## src/rtl/mac_acc_pkg.sv

```systemverilog
package mac_acc_pkg;
  typedef enum logic [1:0] {
    ASRC_ZERO = 2'd0,
    ASRC_RND  = 2'd1,
    ASRC_PROD = 2'd2,
    ASRC_BUS  = 2'd3
  } a_src_e;
endpackage

```

## src/rtl/mac_a_mux.sv

```systemverilog
module mac_a_mux
  import mac_acc_pkg::*;
#(
  parameter int ACC_W   = 40,
  parameter int PROD_W  = 32,
  parameter int HALF_W  = 16,
  parameter int RND_BIT = 15
) (
  input  a_src_e              sel_i,
  input  logic [PROD_W-1:0]   prod_i,
  input  logic                prod_shift_i,
  input  logic [HALF_W-1:0]   bus_hi_i,
  input  logic [HALF_W-1:0]   bus_lo_i,
  input  logic                bus_shift_i,
  output logic [ACC_W-1:0]    a_o
);
  localparam int BUS_W = 2 * HALF_W;
  localparam int EXT_P = ACC_W - PROD_W;
  localparam int EXT_B = ACC_W - BUS_W;
  localparam logic [ACC_W-1:0] RND_VAL = {{(ACC_W-1){1'b0}}, 1'b1} << RND_BIT;

  logic [BUS_W-1:0] bus_word;
  logic [ACC_W-1:0] prod_ext, bus_ext, prod_op, bus_op;

  assign bus_word = {bus_hi_i, bus_lo_i};
  assign prod_ext = {{EXT_P{prod_i[PROD_W-1]}}, prod_i};
  assign bus_ext  = {{EXT_B{bus_word[BUS_W-1]}}, bus_word};
  // independent shift controls for the two sources
  assign prod_op  = prod_shift_i ? {prod_ext[ACC_W-2:0], 1'b0} : prod_ext;
  assign bus_op   = bus_shift_i  ? {bus_ext[ACC_W-2:0], 1'b0}  : bus_ext;

  always_comb begin
    unique case (sel_i)
      ASRC_ZERO: a_o = '0;
      ASRC_RND:  a_o = RND_VAL;
      ASRC_PROD: a_o = prod_op;
      default:   a_o = bus_op;
    endcase
  end
endmodule

```

## src/rtl/mac_b_path.sv

```systemverilog
module mac_b_path #(
  parameter int ACC_W = 40
) (
  input  logic [ACC_W-1:0] acc_i,
  input  logic             sel_acc_i,
  input  logic             shift_i,
  input  logic             inv_i,
  output logic [ACC_W-1:0] b_o,
  output logic             cin_o
);
  logic [ACC_W-1:0] base, shifted;

  assign base    = sel_acc_i ? acc_i : '0;
  assign shifted = shift_i ? {base[ACC_W-2:0], 1'b0} : base;
  assign b_o     = inv_i ? ~shifted : shifted;
  // carry-in completes the two's complement negate
  assign cin_o   = inv_i;
endmodule

```

## src/rtl/mac_sum_sat.sv

```systemverilog
module mac_sum_sat #(
  parameter int ACC_W = 40,
  parameter int SAT_W = 32
) (
  input  logic [ACC_W-1:0] a_i,
  input  logic [ACC_W-1:0] b_i,
  input  logic             cin_i,
  input  logic             sat_en_i,
  output logic [ACC_W-1:0] res_o,
  output logic             sat_hit_o,
  output logic             ovf_o
);
  localparam int FW = ACC_W + 1;
  localparam int HI_W = FW - SAT_W + 1;
  localparam logic [ACC_W-1:0] SAT_POS = {{(ACC_W-SAT_W+1){1'b0}}, {(SAT_W-1){1'b1}}};
  localparam logic [ACC_W-1:0] SAT_NEG = {{(ACC_W-SAT_W+1){1'b1}}, {(SAT_W-1){1'b0}}};

  logic [FW-1:0]   full;
  logic [HI_W-1:0] hi;
  logic            in_rng;

  // full-precision sum, one guard bit above the accumulator
  assign full   = {a_i[ACC_W-1], a_i} + {b_i[ACC_W-1], b_i} + {{ACC_W{1'b0}}, cin_i};
  assign ovf_o  = full[FW-1] ^ full[FW-2];
  assign hi     = full[FW-1:SAT_W-1];
  assign in_rng = (&hi) | ~(|hi);
  assign sat_hit_o = sat_en_i & ~in_rng;
  assign res_o  = sat_hit_o ? (full[FW-1] ? SAT_NEG : SAT_POS) : full[ACC_W-1:0];
endmodule

```

## src/rtl/mac_acc40.sv

```systemverilog
module mac_acc40
  import mac_acc_pkg::*;
#(
  parameter int ACC_W  = 40,
  parameter int PROD_W = 32,
  parameter int HALF_W = 16,
  parameter int SAT_W  = 32
) (
  input  logic              clk_i,
  input  logic              rst_ni,
  input  logic              en_i,
  input  logic [1:0]        a_sel_i,
  input  logic              b_sel_i,
  input  logic              b_shift_i,
  input  logic              b_inv_i,
  input  logic [PROD_W-1:0] prod_i,
  input  logic              prod_shift_i,
  input  logic [HALF_W-1:0] bus_hi_i,
  input  logic [HALF_W-1:0] bus_lo_i,
  input  logic              bus_shift_i,
  input  logic              sat_en_i,
  input  logic              clr_sat_i,
  input  logic              clr_ovf_i,
  output logic [ACC_W-1:0]  acc_o,
  output logic              ext_o,
  output logic              sat_flag_o,
  output logic              ovf_flag_o
);
  localparam int GRD_W = ACC_W - SAT_W + 1;

  logic [ACC_W-1:0] acc_q, a_op, b_op, sum;
  logic             cin, sat_hit, ovf_hit, sat_q, ovf_q;
  logic [GRD_W-1:0] grd;

  mac_a_mux #(.ACC_W(ACC_W), .PROD_W(PROD_W), .HALF_W(HALF_W)) u_a_mux (
    .sel_i        (a_src_e'(a_sel_i)),
    .prod_i       (prod_i),
    .prod_shift_i (prod_shift_i),
    .bus_hi_i     (bus_hi_i),
    .bus_lo_i     (bus_lo_i),
    .bus_shift_i  (bus_shift_i),
    .a_o          (a_op)
  );

  mac_b_path #(.ACC_W(ACC_W)) u_b_path (
    .acc_i     (acc_q),
    .sel_acc_i (b_sel_i),
    .shift_i   (b_shift_i),
    .inv_i     (b_inv_i),
    .b_o       (b_op),
    .cin_o     (cin)
  );

  mac_sum_sat #(.ACC_W(ACC_W), .SAT_W(SAT_W)) u_sum (
    .a_i       (a_op),
    .b_i       (b_op),
    .cin_i     (cin),
    .sat_en_i  (sat_en_i),
    .res_o     (sum),
    .sat_hit_o (sat_hit),
    .ovf_o     (ovf_hit)
  );

  always_ff @(posedge clk_i or negedge rst_ni) begin
    if (!rst_ni) begin
      acc_q <= '0;
      sat_q <= 1'b0;
      ovf_q <= 1'b0;
    end else begin
      if (en_i) acc_q <= sum;
      // a new event wins over a same-cycle clear
      sat_q <= (en_i & sat_hit) | (sat_q & ~clr_sat_i);
      ovf_q <= (en_i & ovf_hit) | (ovf_q & ~clr_ovf_i);
    end
  end

  assign grd        = acc_q[ACC_W-1:SAT_W-1];
  assign ext_o      = ~((&grd) | ~(|grd));
  assign acc_o      = acc_q;
  assign sat_flag_o = sat_q;
  assign ovf_flag_o = ovf_q;


  hold_acc_chk: assert property (@(posedge clk_i) disable iff (!rst_ni)
    !en_i |=> $stable(acc_o));


  sat_bound_chk: assert property (@(posedge clk_i) disable iff (!rst_ni)
    (en_i && sat_en_i) |=> !ext_o);


  sat_sticky_chk: assert property (@(posedge clk_i) disable iff (!rst_ni)
    (sat_flag_o && !clr_sat_i) |=> sat_flag_o);


  ovf_sticky_chk: assert property (@(posedge clk_i) disable iff (!rst_ni)
    (ovf_flag_o && !clr_ovf_i) |=> ovf_flag_o);


  feedback_pass_chk: assert property (@(posedge clk_i) disable iff (!rst_ni)
    (en_i && a_sel_i == 2'd0 && b_sel_i && !b_shift_i && !b_inv_i && !sat_en_i)
      |=> $stable(acc_o));
endmodule

```

## config.mk

```make
export PLATFORM = sky130hd
export DESIGN_NAME = mac_acc40
export DESIGN_NICKNAME = d
export VERILOG_FILES = /design/src/rtl/mac_acc_pkg.sv /design/src/rtl/mac_a_mux.sv /design/src/rtl/mac_b_path.sv /design/src/rtl/mac_sum_sat.sv /design/src/rtl/mac_acc40.sv
export SDC_FILE = /design/constraint.sdc
export NUM_CORES = 1
export LEC_CHECK = 0
export BUFFER_PORTS_ARGS = -buffer_cell sky130_fd_sc_hd__buf_4
export CAP_MARGIN = 20
export CORE_ASPECT_RATIO = 0.5
export CORE_MARGIN = 2
export CORE_UTILIZATION = 60
export CTS_BUF_LIST = sky130_fd_sc_hd__clkbuf_8
export DETAILED_ROUTE_END_ITERATION = 16
export PLACE_DENSITY = 0.92
export SYNTH_ARGS = -nofsm -noshare
export SYNTH_HDL_FRONTEND = slang
export SYNTH_SLANG_ARGS = --single-unit
```

## constraint.sdc

```tcl
create_clock -name clk_i -period 12.5 [get_ports clk_i]
set_input_delay 2.5 -clock clk_i [delete_from_list [all_inputs] [get_ports clk_i]]
set_output_delay 2.5 -clock clk_i [all_outputs]
set_load 0.1 [all_outputs]
```

---- Word-level counts from Yosys, hierarchy flattened ----
Cells that the tools add are included.
storage, ports and cells
  bits in latches ......................... 0
  bits in read-only memories .............. 0
  memory bits (writable) .................. 0
  input port bits ......................... 77
  memories ................................ 0
  flip-flop bits (word level) ............. 42
cells by class
  divide/modulo/power cells ............... 0
  muxes and demuxes ....................... 8
  bitwise gates (word level) .............. 17
  add/subtract/negate cells ............... 2
  reduce and logical (&&, ||, !) cells .... 5
  magnitude comparators ................... 0
  multiply operators ...................... 0
  shift operators ......................... 0
  eq/ne operators ......................... 2
operators with widths
  kind                                           number
  2-to-1 mux 40 bit                              5
  one-hot mux 40 bit (3 select lines)            1
  2-to-1 mux 32 bit                              2
  adder 40 x 40 -> 41 bit                        1
  adder 41 x 1 -> 41 bit                         1
  NOT 40 bit                                     1
  AND reduction 10 bit                           1
  OR reduction 10 bit                            1
  AND reduction 9 bit                            1
  OR reduction 9 bit                             1
  NOT 1 bit                                      6
  AND 1 bit                                      5
  bitwise OR 1 bit                               4
  == test 2 x 1 -> 1 bit, second input constant  1
  == test 2 bit, second input constant           1
  zero test 2 bit                                1
  XOR 1 bit                                      1

---- Longest topological paths before layout ----
  word-level depth ........................ 13
  gate-level depth with buffers ........... 24

---- Modules after synthesis ----
Synthesis repeated with hierarchy kept, for this count alone.
unflattened totals
  cell total of the unflattened synthesis .. 797
  area, all modules ....................... 7204.4 um^2
by module, submodules not included
  module       times used  seq. area each (um^2)  area an instance (um^2)  cells an instance
  mac_sum_sat  1           0.0                    2902.8                   407
  mac_acc40    1           1051.0                 1801.7                   101
  mac_a_mux    1           0.0                    1425.1                   156
  mac_b_path   1           0.0                    1074.8                   133

---- Worst setup path after synthesis ----
OpenSTA, ideal clock, no wires.
  path type ............................... in2reg
  start ................................... input port bus_shift_i
  end ..................................... register acc_q[20] (netlist: acc_o[20])
  library setup time ...................... 0.126 ns
  stages on the path ...................... 21
  required time ........................... 12.374 ns
  buffers on the path ..................... 5
  path slack .............................. 5.223 ns
  arrival time ............................ 7.150 ns
  cell sequence ........................... clkbuf_1 -> clkbuf_1 -> mux2i_1 -> nand2_1 -> o211a_1 -> ha_1 -> a21oi_1 -> o21ai_0 -> a211oi_1 -> o21ai_1 -> a221o_1 -> o21a_1 -> a311oi_1 -> ha_1 -> nand2_1 -> or4b_1 -> buf_2 -> and4_4 -> buf_6 -> buf_6 -> a311o_1
between the ends
  longest elaborated chain between the ends .. 10
  elaborated cells between the ends (all ways) .. 12
ends and longest elaborated chain
  what                                     line               RTL
  start, declared                          mac_acc40.sv:20    input logic bus_shift_i,
  2-to-1 mux 32 bit (*)                    mac_a_mux.sv:30    assign bus_op = bus_shift_i ? {bus_ext[ACC_W-2:0], 1'b0} : bus_ext;
  one-hot mux 40 bit (3 select lines) (*)  mac_a_mux.sv:33    unique case (sel_i)
  adder 40 x 40 -> 41 bit (*)              mac_sum_sat.sv:23  assign full = {a_i[ACC_W-1], a_i} + {b_i[ACC_W-1], b_i} + {{ACC_W{1'b0}}, cin_i};
  adder 41 x 1 -> 41 bit (*)               mac_sum_sat.sv:23
  OR reduction 10 bit                      mac_sum_sat.sv:26  assign in_rng = (&hi) | ~(|hi);
  NOT 1 bit                                mac_sum_sat.sv:26
  bitwise OR 1 bit                         mac_sum_sat.sv:26
  NOT 1 bit                                mac_sum_sat.sv:27  assign sat_hit_o = sat_en_i & ~in_rng;
  AND 1 bit                                mac_sum_sat.sv:27
  2-to-1 mux 40 bit (*)                    mac_sum_sat.sv:28  assign res_o = sat_hit_o ? (full[FW-1] ? SAT_NEG : SAT_POS) : full[ACC_W-1:0];
  end signal, assigned                     mac_acc40.sv:70    if (en_i) acc_q <= sum;
  end, declared                            mac_acc40.sv:31    logic [ACC_W-1:0] acc_q, a_op, b_op, sum;
Every way passes the cells marked *; elsewhere a longest branch is shown, timed or not.
A chain may end at the register's enable or synchronous reset.

---- Worst setup path in the final report ----
  start ................................... input port a_sel_i[0]
  end ..................................... register acc_q[12] (netlist: acc_o[12])
between the ends
  longest elaborated chain between the ends .. 10
  elaborated cells between the ends (all ways) .. 14
ends and longest elaborated chain
  what                                     line               RTL
  start, declared                          mac_acc40.sv:12    input logic [1:0] a_sel_i,
  == test 2 bit (tied with other cells)    mac_a_mux.sv:33
  one-hot mux 40 bit (3 select lines) (*)  mac_a_mux.sv:33
  adder 40 x 40 -> 41 bit (*)              mac_sum_sat.sv:23
  adder 41 x 1 -> 41 bit (*)               mac_sum_sat.sv:23
  OR reduction 10 bit                      mac_sum_sat.sv:26
  NOT 1 bit                                mac_sum_sat.sv:26
  bitwise OR 1 bit                         mac_sum_sat.sv:26
  NOT 1 bit                                mac_sum_sat.sv:27
  AND 1 bit                                mac_sum_sat.sv:27
  2-to-1 mux 40 bit (*)                    mac_sum_sat.sv:28
Marks and branches as above.

==> key figures <==
Outcome
  • Outcome: completed

Clock tree
  • # clock sinks: 42
  • Post-CTS Setup Bufs: 0
  • Post-cts resize count: 0
  • Hold buffer count at CTS: 0
  • CTS tree: yes
  • CTS H-tree depth: 2
  • Clk root buf: clkbuf_8
  • Worst-path clk slew: approximately 90 ps
  • Clock insertion delay at the later pin of the skew report: just over 300 ps
  • Clk buf depth: 2
  • TritonCTS Buffers: 5

Synth
  • Adder-cell share of the synthesized area: 0.0817
  • Avg Cell Area, Syn: 8.03 um2
  • Seq/Total Area, Yosys: 0.161
  • Post-synthesis simple-gate area fraction: 0.189
  • Post-synth cell types: 68
  • Mapped Cells: slightly above 800
  • Synthesis-stage register bit count: 42
  • Ys Warns: 0
  • Post-synth EDFFs: 0
  • Mapped cell area: 0.00653 mm2
  • Fraction of registers with async set/reset: 1.00
  • Multiplexer area fraction after synthesis: 0.169
  • Largest family of logic cells by synthesized area: compound AO/OA/AOI/OAI gates
  • XOR/XNOR Fraction of Synth Area: 0.0966
  • Mapped Nets: a little over 900
  • Synth Area in Compound Gates: 0.251
  • Synth Flop Type: dfrtp_1

Global route
  • Overflow after GRT: 0
  • Met3 Usage GRT: 0.0535
  • Global-route wire length before repair: roughly 30 mm
  • Largest net degree at the start of global routing: 66
  • Met1 usage: 0.427
  • Vias in the first global route: a little over 6000
  • GR peak layer: met2
  • Met2 GRT Util: 0.531
  • Initial antenna violation count: 0
  • All-Layer GR Usage: 0.322

Hold path
  • Hold Crit Class: reg -> reg

STA
  • Worst rel slew slack: 0.344
  • Tmin final: roughly 8100 ps
  • Slew Limit Fails: 0
  • Endpoints failing setup: 0
  • Final TNS setup: 0 ps
  • Clock skew: between 10 and 15 ps
  • Final Cycle Share: 0.649
  • Fmax: 123 MHz
  • Measured slew at the worst slew-check pin: ~980 ps
  • RSZ-0062 raised after global routing: false
  • Final Hold Fails: 0

Drt
  • DR vias: about 6600
  • WL/cell: between 15 and 20 um
  • DRT Wirelength: 18.9 mm
  • Via density per instance: 6.43
  • First DRT Iteration DRCs: between 600 and 700
  • Post-route ant nets: 0
  • DRC: 0
  • Router iterations before antenna repair: 5

Setup path
  • Type of origin of the critical path: primary input
  • Capturing element type of the critical path: flop
  • Crit path max fanout: between 60 and 70
  • Crit Path Category: in -> reg
  • Worst Path Arrival: between 8000 and 9000 ps
  • CP required: between 10000 and 15000 ps

Layout
  • ANT cells: 0
  • Commonest non-fill, non-tap cells in the layout: 126 x nand2_1, 119 x buf_4, 66 x mux2_2
  • # fillers: 824
  • Nets: roughly 1000
  • Syn-to-layout area delta: 13.3%
  • Share of cells above drive strength 1: 0.234
  • Final instance area: between 0.007 and 0.008 mm2
  • Most common cell after layout, fill and taps aside: nand2_1

Die
  • Starting Density: 0.629
  • Die area: ~0.012 mm2
  • Row count: 26
  • # IOs: 120
  • Height of the chip: 77.7 um
  • DIE WIDTH: ~150 um
  • Core area: 0.0104 mm2

Place
  • Hpwl dp: approximately 15 mm
  • Routability cong.: 0.997
  • DP Area: 0.00732 mm2
  • IO buf count: approximately 120

Power and ir drop
  • Leak pwr: roughly 0.0035 uW
  • Peak VDD IR: 0.000245 V
  • PwrDens: 198 mW/mm2

Job
  • Max-cap violations: 0
Yosys cell counts (all sizes together), types with 2 or more instances:
library cell    n  area, um2
and2            3       18.8
xnor2          58        508
o22ai           4       31.3
a41oi           3       26.3
a21boi         12       93.8
a311o          20        200
nand4          17        121
ha             41        513
a21oi          44        220
o221ai          5       43.8
nand2b          2       12.5
or2             6       37.5
a221oi          2       17.5
xor2           14        123
o211ai          8       60.1
a211oi          5       42.5
nand4b          2       23.8
and3            6       37.5
a21o           20        150
a31oi           5       31.3
nand2         126        473
buf            28        158
nor4            5       31.3
o31ai           2       15.0
o21bai          4       30.0
inv            16       60.1
nor3           13       65.1
nor2b          23        144
nand3           7       35.0
a22oi           3       22.5
nor2           35        131
o21ai          37        185
o211a          30        300
clkbuf         32        120
a221o           4       40.0
o21a            9       68.8
mux2           66        743
and4            2       20.0
a311oi          2       23.8
and3b           2       17.5
mux2i          36        360
dfrtp          42       1050
worst paths after layout:
path | to | slack [ps] | depth (start not counted) | from
min reg2reg | sat_flag_o | 550 | 2 | sat_flag_o
min in group asynchronous | acc_o[5] | 2170 | 1 | rst_ni
max reg2reg | acc_o[12] | 6860 | 17 | acc_o[18]
min | sat_flag_o | 550 | 2 | sat_flag_o
max in group asynchronous | acc_o[30] | 9930 | 1 | rst_ni
max | acc_o[12] | 4390 | 16 | a_sel_i[0]
sequential cells by signal, summed over array words and instances, names as in the netlist:
signal	count
acc_o	40
ovf_flag_o	1
sat_flag_o	1
layer usage:
| metal | part of all wire | wire length [um] |
|---|---|---|
| met5 | 0 | 0 |
| met3 | 0.063 | 1190 |
| met2 | 0.47 | 8860 |
| met1 | 0.44 | 8300 |
| met4 | 0.031 | 595 |
cells by family after synthesis:
family	Yosys count
and+or+nand+nor	256
AOI/OAI and AO/OA	223
muxes	102
buffers and inverters	76
xor gates and xnor gates	72
adders and majority gates	42
DFF	42
per-stage QoR:
step	hold WS, ps	utilization	instances	power (uW)	setup WS (ps)
final	546	0.713	1019	1470	4390
after global routing	589	0.713	1019	1550	3940
after floorplan	973	-	813	1120	5220
after detailed placement	542	0.705	1012	1360	4280
after CTS	553	0.713	1019	1450	4570
after global placement	526	0.705	1012	1340	4520
layout make-up:
type	count	area, um2	share of cell area
Multi-Input combinational cell	695	5140	0.695
Sequential cell	42	1050	0.142
Timing Repair Buffer	119	893	0.121
Tap cell	140	175	0.0237
Clock buffer	5	68.8	0.00930
Inverter	16	60.1	0.00812
Clock inverter	2	10.0	0.00135
worst max-delay path, cell delays in order:
cell,delay [ps]
buf_4,450
mux2i_1,180
nor2b_1,720
ha_1,420
nand4_1,200
nor4_1,480
o211ai_1,170
a41oi_1,280
o21a_1,230
nor4_1,70
a311oi_1,510
ha_1,250
nand2_1,50
or4b_1,660
nand3_1,800
a311o_1,340
power breakdown:
part | switching [uW] | internal (uW) | leakage [uW] | total [uW]
Sequential | 59.7 | 186 | 0.000500 | 245
Combinational | 774 | 358 | 0.00297 | 1130
Clock | 51.9 | 37.7 | 0.0000438 | 89.5
(Power assumes the default switching activity.)
